[src/rtl/ref_pfd_pkg.sv]
package ref_pfd_pkg;
  typedef enum logic [1:0] {
    PFD_IDLE    = 2'b00,
    PFD_REF_LED = 2'b01,
    PFD_FB_LED  = 2'b10
  } pfd_state_e;
endpackage

[src/rtl/ratio_clamp.sv]
module ratio_clamp #(
  parameter int RATIO_W   = 15,
  parameter int MIN_RATIO = 3
) (
  input  logic [RATIO_W-1:0] ratio_i,
  output logic [RATIO_W-1:0] ratio_o,
  output logic               low_o
);
  localparam logic [RATIO_W-1:0] MinVal = RATIO_W'(MIN_RATIO);

  always_comb begin
    low_o   = ratio_i < MinVal;
    ratio_o = low_o ? MinVal : ratio_i;
  end
endmodule

[src/rtl/ref_counter.sv]
module ref_counter #(
  parameter int RATIO_W   = 15,
  parameter int MIN_RATIO = 3
) (
  input  logic               clk_i,
  input  logic               rst_ni,
  input  logic [RATIO_W-1:0] load_ratio_i,
  input  logic               load_err_i,
  output logic               pulse_o,
  output logic               err_o
);
  localparam logic [RATIO_W-1:0] MinVal = RATIO_W'(MIN_RATIO);

  logic [RATIO_W-1:0] cnt_q, ratio_q;
  logic               term;

  assign term = (cnt_q == ratio_q - 1'b1);

  always_ff @(posedge clk_i or negedge rst_ni) begin
    if (!rst_ni) begin
      cnt_q   <= '0;
      ratio_q <= MinVal;
      err_o   <= 1'b0;
      pulse_o <= 1'b0;
    end else begin
      pulse_o <= term;
      if (term) begin
        // ratio only moves at period end
        cnt_q   <= '0;
        ratio_q <= load_ratio_i;
        err_o   <= load_err_i;
      end else begin
        cnt_q <= cnt_q + 1'b1;
      end
    end
  end
endmodule

[src/rtl/pfd_core.sv]
module pfd_core
  import ref_pfd_pkg::*;
(
  input  logic clk_i,
  input  logic rst_ni,
  input  logic ref_ev_i,
  input  logic fb_ev_i,
  output logic ref_led_o,
  output logic fb_led_o
);
  pfd_state_e state_q, state_d;

  always_comb begin
    state_d = state_q;
    unique case (state_q)
      PFD_IDLE: begin
        if (ref_ev_i && !fb_ev_i)      state_d = PFD_REF_LED;
        else if (fb_ev_i && !ref_ev_i) state_d = PFD_FB_LED;
      end
      PFD_REF_LED: if (fb_ev_i)  state_d = PFD_IDLE;
      PFD_FB_LED:  if (ref_ev_i) state_d = PFD_IDLE;
      default:                   state_d = PFD_IDLE;
    endcase
  end

  always_ff @(posedge clk_i or negedge rst_ni) begin
    if (!rst_ni) state_q <= PFD_IDLE;
    else         state_q <= state_d;
  end

  assign ref_led_o = (state_q == PFD_REF_LED);
  assign fb_led_o  = (state_q == PFD_FB_LED);
endmodule

[src/rtl/polarity_swap.sv]
module polarity_swap (
  input  logic invert_i,
  input  logic a_i,
  input  logic b_i,
  output logic up_o,
  output logic dn_o
);
  assign up_o = invert_i ? b_i : a_i;
  assign dn_o = invert_i ? a_i : b_i;
endmodule

[src/rtl/ref_div_pfd.sv]
module ref_div_pfd #(
  parameter int RATIO_W   = 15,
  parameter int MIN_RATIO = 3
) (
  input  logic               clk_i,
  input  logic               rst_ni,
  input  logic [RATIO_W-1:0] ratio_i,
  input  logic               invert_i,
  input  logic               fb_pulse_i,
  output logic               cmp_pulse_o,
  output logic               up_o,
  output logic               dn_o,
  output logic               ratio_err_o
);
  logic [RATIO_W-1:0] safe_ratio;
  logic               ratio_low;
  logic               ref_led, fb_led;

  ratio_clamp #(.RATIO_W(RATIO_W), .MIN_RATIO(MIN_RATIO)) u_clamp (
    .ratio_i (ratio_i),
    .ratio_o (safe_ratio),
    .low_o   (ratio_low)
  );

  ref_counter #(.RATIO_W(RATIO_W), .MIN_RATIO(MIN_RATIO)) u_cnt (
    .clk_i        (clk_i),
    .rst_ni       (rst_ni),
    .load_ratio_i (safe_ratio),
    .load_err_i   (ratio_low),
    .pulse_o      (cmp_pulse_o),
    .err_o        (ratio_err_o)
  );

  pfd_core u_pfd (
    .clk_i     (clk_i),
    .rst_ni    (rst_ni),
    .ref_ev_i  (cmp_pulse_o),
    .fb_ev_i   (fb_pulse_i),
    .ref_led_o (ref_led),
    .fb_led_o  (fb_led)
  );

  polarity_swap u_swap (
    .invert_i (invert_i),
    .a_i      (ref_led),
    .b_i      (fb_led),
    .up_o     (up_o),
    .dn_o     (dn_o)
  );
endmodule

[config.mk]
export PLATFORM = sky130hd
export DESIGN_NAME = ref_div_pfd
export DESIGN_NICKNAME = d
export VERILOG_FILES = /design/src/rtl/ref_pfd_pkg.sv /design/src/rtl/ratio_clamp.sv /design/src/rtl/ref_counter.sv /design/src/rtl/pfd_core.sv /design/src/rtl/polarity_swap.sv /design/src/rtl/ref_div_pfd.sv
export SDC_FILE = /design/constraint.sdc
export NUM_CORES = 1
export LEC_CHECK = 0
export CORE_MARGIN = 8
export CORE_UTILIZATION = 50
export DETAILED_ROUTE_END_ITERATION = 7
export HOLD_SLACK_MARGIN = 0.03
export PLACE_DENSITY = 0.74
export SLEW_MARGIN = 20
export SYNTH_ARGS = -nofsm -noshare
export SYNTH_HDL_FRONTEND = slang
export SYNTH_SLANG_ARGS = --single-unit
export TNS_END_PERCENT = 20
[constraint.sdc]
create_clock -name clk_i -period 8.82 [get_ports clk_i]
set_clock_uncertainty 0.2 [all_clocks]
set_input_delay 2.205 -clock clk_i [delete_from_list [all_inputs] [get_ports clk_i]]
set_output_delay 2.205 -clock clk_i [all_outputs]
set_load 0.1 [all_outputs]
# Yosys cells after proc, flatten, opt, wreduce, memory -nomap -nowiden
# Cells that the tools add are included.
word_totals:
  reg_bits: 34
  latch_bits: 0
  ramBits: 0
  romBits: 0
  in_bits: 19
  output_inout_bits: 4
  wordCells: 29
  mem_count: 0
op_classes:
  add_sub_neg: 2
  n_mul: 0
  n_div: 0
  n_lt_le_gt_ge: 1
  n_eq_ne: 6
  n_shift: 0
  n_mux: 9
  bitwise: 0
  n_reduce_logical: 6
ops:
  columns: ["op", "count"]
  rows:
  - ["15-bit two-way mux", 2]
  - ["15-bit by 1-bit adder with 15-bit output, second input constant", 1]
  - ["15-bit == test", 1]
  - ["15-bit by 2-bit less-than comparator with 1-bit output, second input constant", 1]
  - ["15-bit by 1-bit subtractor with 15-bit output, second input constant", 1]
  - ["2-bit two-way mux", 4]
  - ["2-bit one-hot mux with 3 select lines", 1]
  - ["2-bit inequality test, second input constant", 2]
  - ["3-bit by 1-bit inequality test with 1-bit output, second input constant", 1]
  - ["3-bit AND reduction", 1]
  - ["2-bit by 1-bit == test with 1-bit output, second input constant", 1]
  - ["2-bit == test, second input constant", 1]
  - ["1-bit logical AND", 2]
  - ["1-bit zero test", 2]
  - ["2-bit zero test", 1]
  - ["1-bit two-way mux", 2]

# Depth between registers and ports, before layout
depth:
  ltp_word: 5
  ltp_mapped: 10
  ltp_nobuf: 8

# Hierarchy
# A second synthesis with hierarchy kept.
unflattened:
  hier_cells: 214
  area_unflattened_um2: 2157.1
by_module_without_submodules:
  columns: ["mod", "n_inst", "cells_per_inst", "area_each_um2", "seq_area_each_um2"]
  rows:
  - ["ref_counter", 1, 179, 1910.6, 803.3]
  - ["pfd_core", 1, 12, 118.9, 50.0]
  - ["ratio_clamp", 1, 21, 105.1, 0.0]
  - ["polarity_swap", 1, 2, 22.5, 0.0]

# Least setup slack after synthesis
# Ideal clock, no wire load.
synth_path:
  kind: "input-to-output"
  from: "input port invert_i"
  to: "output port dn_o"
  arrival_time_ns: 3.786
  required_ns: 6.415
  setup_slack_ns: 2.629
  cell_stages: 1
  path_buffers: 0
  cell_sequence: "mux2i_1"
synth_between:
  elab_chain_len: 1
synth_lines:
  columns: ["element", "line", "text"]
  rows:
  - ["start: declaration", "ref_div_pfd.sv:8", "input logic invert_i,"]
  - ["1-bit two-way mux", "polarity_swap.sv:9", "assign dn_o = invert_i ? a_i : b_i;"]
  - ["end: declaration", "ref_div_pfd.sv:12", "output logic dn_o,"]
# No other way between the ends.

# Worst setup path in the final report
# Same ends and word-level chain as after synthesis.

==> impl_metrics.toml <==
[global_route]
antenna_found_initial = 0
grt_pass1_vias = 1477
grt_pass1_wl_mm = 6.92
grt_usage_pct = 13.9
grt_max_degree = 35
gr-total-overflow = 0

[setup_path]
path_depth = 3
crit_chain = "clkdlybuf4s50_1, mux2i_1, clkdlybuf4s50_1"
crit_top_cell = "clkdlybuf4s50_1"
critPathSlowestCell = "clkdlybuf4s50_1"
cp-start-kind = "input pin"
rrSetupSlack_ps = 5040
end_kind = "output port"
rr_worst_depth = 9
required_ps = 6420
path_max_fanout = 2
crit_family = "buffers and inverters"
crit_type = "input pin to output port"
max_stage_delay_ps = 1150
cp_num_buf_inv = 2
worstPathArrival_ps = 4060

[routing]
routed_wl_mm = 4.20
ant_nets = 0
firstDrtPassIters = 4
vias = 1480
avgRoutedWirePerCell_um = 16.2
drc = 0
drtIter0Drc = 57
vias_per_cell = 5.69

[timing]
slew_headroom_pct = 34.8
hold_viol_final = 0
drv_slew = 0
finalCriticalPeriod_ps = 6470
grt_setup_unrepaired = "no"
setup_viol_count_final = 0
tightest_slew_ps = 975
tns_ps = 0
fmax_ghz = 0.155
finalCritPeriodShare_pct = 73.3

[yosys]
yosys.area.top_type = "dfrtp_1"
synth.top_cell.area_share_pct = 40.2
synth_cells = 182
syn_avg_cell_area_um2 = 10.9
synthTopCellsByArea = "dfrtp_1, xnor2_1, mux2_4"
synth_cell_types = 47
netlist_top_cells_count = "dfrtp_1, xnor2_1, nor2_1"
synth_nets = 203
synth-edff-count = 0
synth.most_common_cell = "dfrtp_1"
netlist_area_um2 = 1990
seq_area_frac_synth_pct = 42.8
synth_warnings = 0
synthArstFlopShare_pct = 100
ys.flop_type = "dfrtp_1"
synth_seq_cells = 34

[clock_network]
clockBufferDepth = 2
clock_sinks = 34
cts_buffers = 5
htree_levels = 2
cts_tree = "built"
ctsRootBufferMaster = "clkbuf_8"
worstSkewPairLatency_ps = 280
post_cts_buffers = 0
clk_transition_reported_paths_ps = 70
cts_resized = 0
hold_buffers = 0

[layout]
n_fill_cell = 319
multi_input_area_um2 = 1080
fin_nets = 230
design_area_um2 = 2360
drive_gt1_share_pct = 15.2
postLayoutCoreUtil_pct = 60.2
syn_to_final_growth_pct = 18.3
n_antenna_cell = 0
seq_area_um2 = 853

[run_status]
status = "finished, final reports clean"

[hold_path]
hold_path_class = "flop to flop"
hold_depth = 1

[floorplanning]
coreArea_um2 = 3910
die_height_um = 79.1
die_area_um2 = 6260
start_util_pct = 50.9
rows = 23
io-pin-count = 23
fp.dieW_um = 79.1

[power_and_ir_drop]
power_leakage_nw = 0.933
powerDensity_nw_per_um2 = 151
pwr-share-clk_pct = 38.8
power.share.combinational_pct = 12.9
ir_drop_mv = 0.0702
switchingPower_w = 0.0000866
p_sw_share_pct = 24.3
seq_power_share_pct = 48.3
power.internal_w = 0.000270

[place]
placed_area_um2 = 2250
globalplace.congestion = 0.844
dp_hpwl_mm = 3.19
io_buffers = 22

[job]
timing.max_cap.violations = 0
-- placed cells by master (no fill, tap or decap), types with 2 or more instances in the layout --
cell	n
and3_1	2
and4_1	2
buf_4	2
clkbuf_8	5
clkdlybuf4s50_1	22
clkinv_2	2
dfrtp_1	32
dfstp_2	2
ha_1	2
inv_1	4
mux2_1	2
mux2_2	2
mux2_4	10
mux2i_1	4
nand2_1	4
nand2b_1	2
nand3_1	7
nand4_1	2
nor2_1	22
nor2b_1	2
nor3_1	9
nor4_1	5
o21ai_0	4
o31ai_2	2
xnor2_1	23
xor2_1	11
-- flip-flops by register name, indices dropped and copies added (netlist names) --
name           count
u_cnt.cnt_q       15
u_cnt.err_o        1
u_cnt.pulse_o      1
u_cnt.ratio_q     15
u_pfd.state_q      2
-- worst register-to-register path, stage by stage (launching register included) --
cell	delay, ps
dfstp_2	580
inv_1	70
ha_1	240
nor3b_1	160
xnor2_1	140
a2111oi_1	450
nand4b_1	250
nor4_4	790
buf_4	410
mux2_2	370
-- path summary, 6_finish.rpt --
kind                                   from                to
max                                invert_i              dn_o
min                           u_cnt.pulse_o  u_pfd.state_q[1]
max reg2reg                u_cnt.ratio_q[0]  u_cnt.ratio_q[9]
min reg2reg                   u_cnt.pulse_o  u_pfd.state_q[1]
max in group asynchronous            rst_ni  u_cnt.ratio_q[0]
min in group asynchronous            rst_ni    u_cnt.cnt_q[4]
-- metrics by stage --
stage	power, W	hold slack, ps	setup WS, ps	std cells
floorplan	0.000201	251	2630	182
detailed placement	0.000220	251	2340	252
CTS	0.000359	261	2340	260
global route	0.000371	295	2300	260
global placement	0.000218	244	2370	252
finish	0.000356	260	2350	260
-- power groups by stage --
stage	Combinational [W]	Clock, W	Sequential, W
final	0.0000461	0.000138	0.000172
after global routing	0.0000500	0.000149	0.000173
after CTS	0.0000465	0.000141	0.000172
after detailed placement	0.0000460	0	0.000174
after global placement	0.0000445	0	0.000174
after floorplan	0.0000293	0	0.000171
-- routing by layer --
layer  wire [um]  vias up  track usage (%)
met5           0        -                0
met4          91        0             5.74
met3         201       11             3.72
met2        2090       39             23.5
met1        1820      731             16.2
li1            -      699                -
-- final cells by class --
class                      instances  area share [%]
clock buffer                       5            2.92
inverter                           4           0.637
multi-input combinational        140            45.9
sequential                        34            36.2
timing repair buffer              24            9.98
clock inverter                     3            1.70
tap                               50            2.65
-- kinds of logic (layout without fill, tap and decap cells) --
logic type / Yosys count / in the layout / share of synthesized area (%)
simple gates: 71 / 71 / 20.7
xor+xnor: 34 / 34 / 14.9
flops: 34 / 34 / 42.8
mux: 18 / 18 / 11.8
compound gates: 15 / 15 / 5.65
buf+inv: 8 / 36 / 2.83
fa+ha+maj: 2 / 2 / 1.26
No activity file was read; power rests on OpenSTA's default activity.
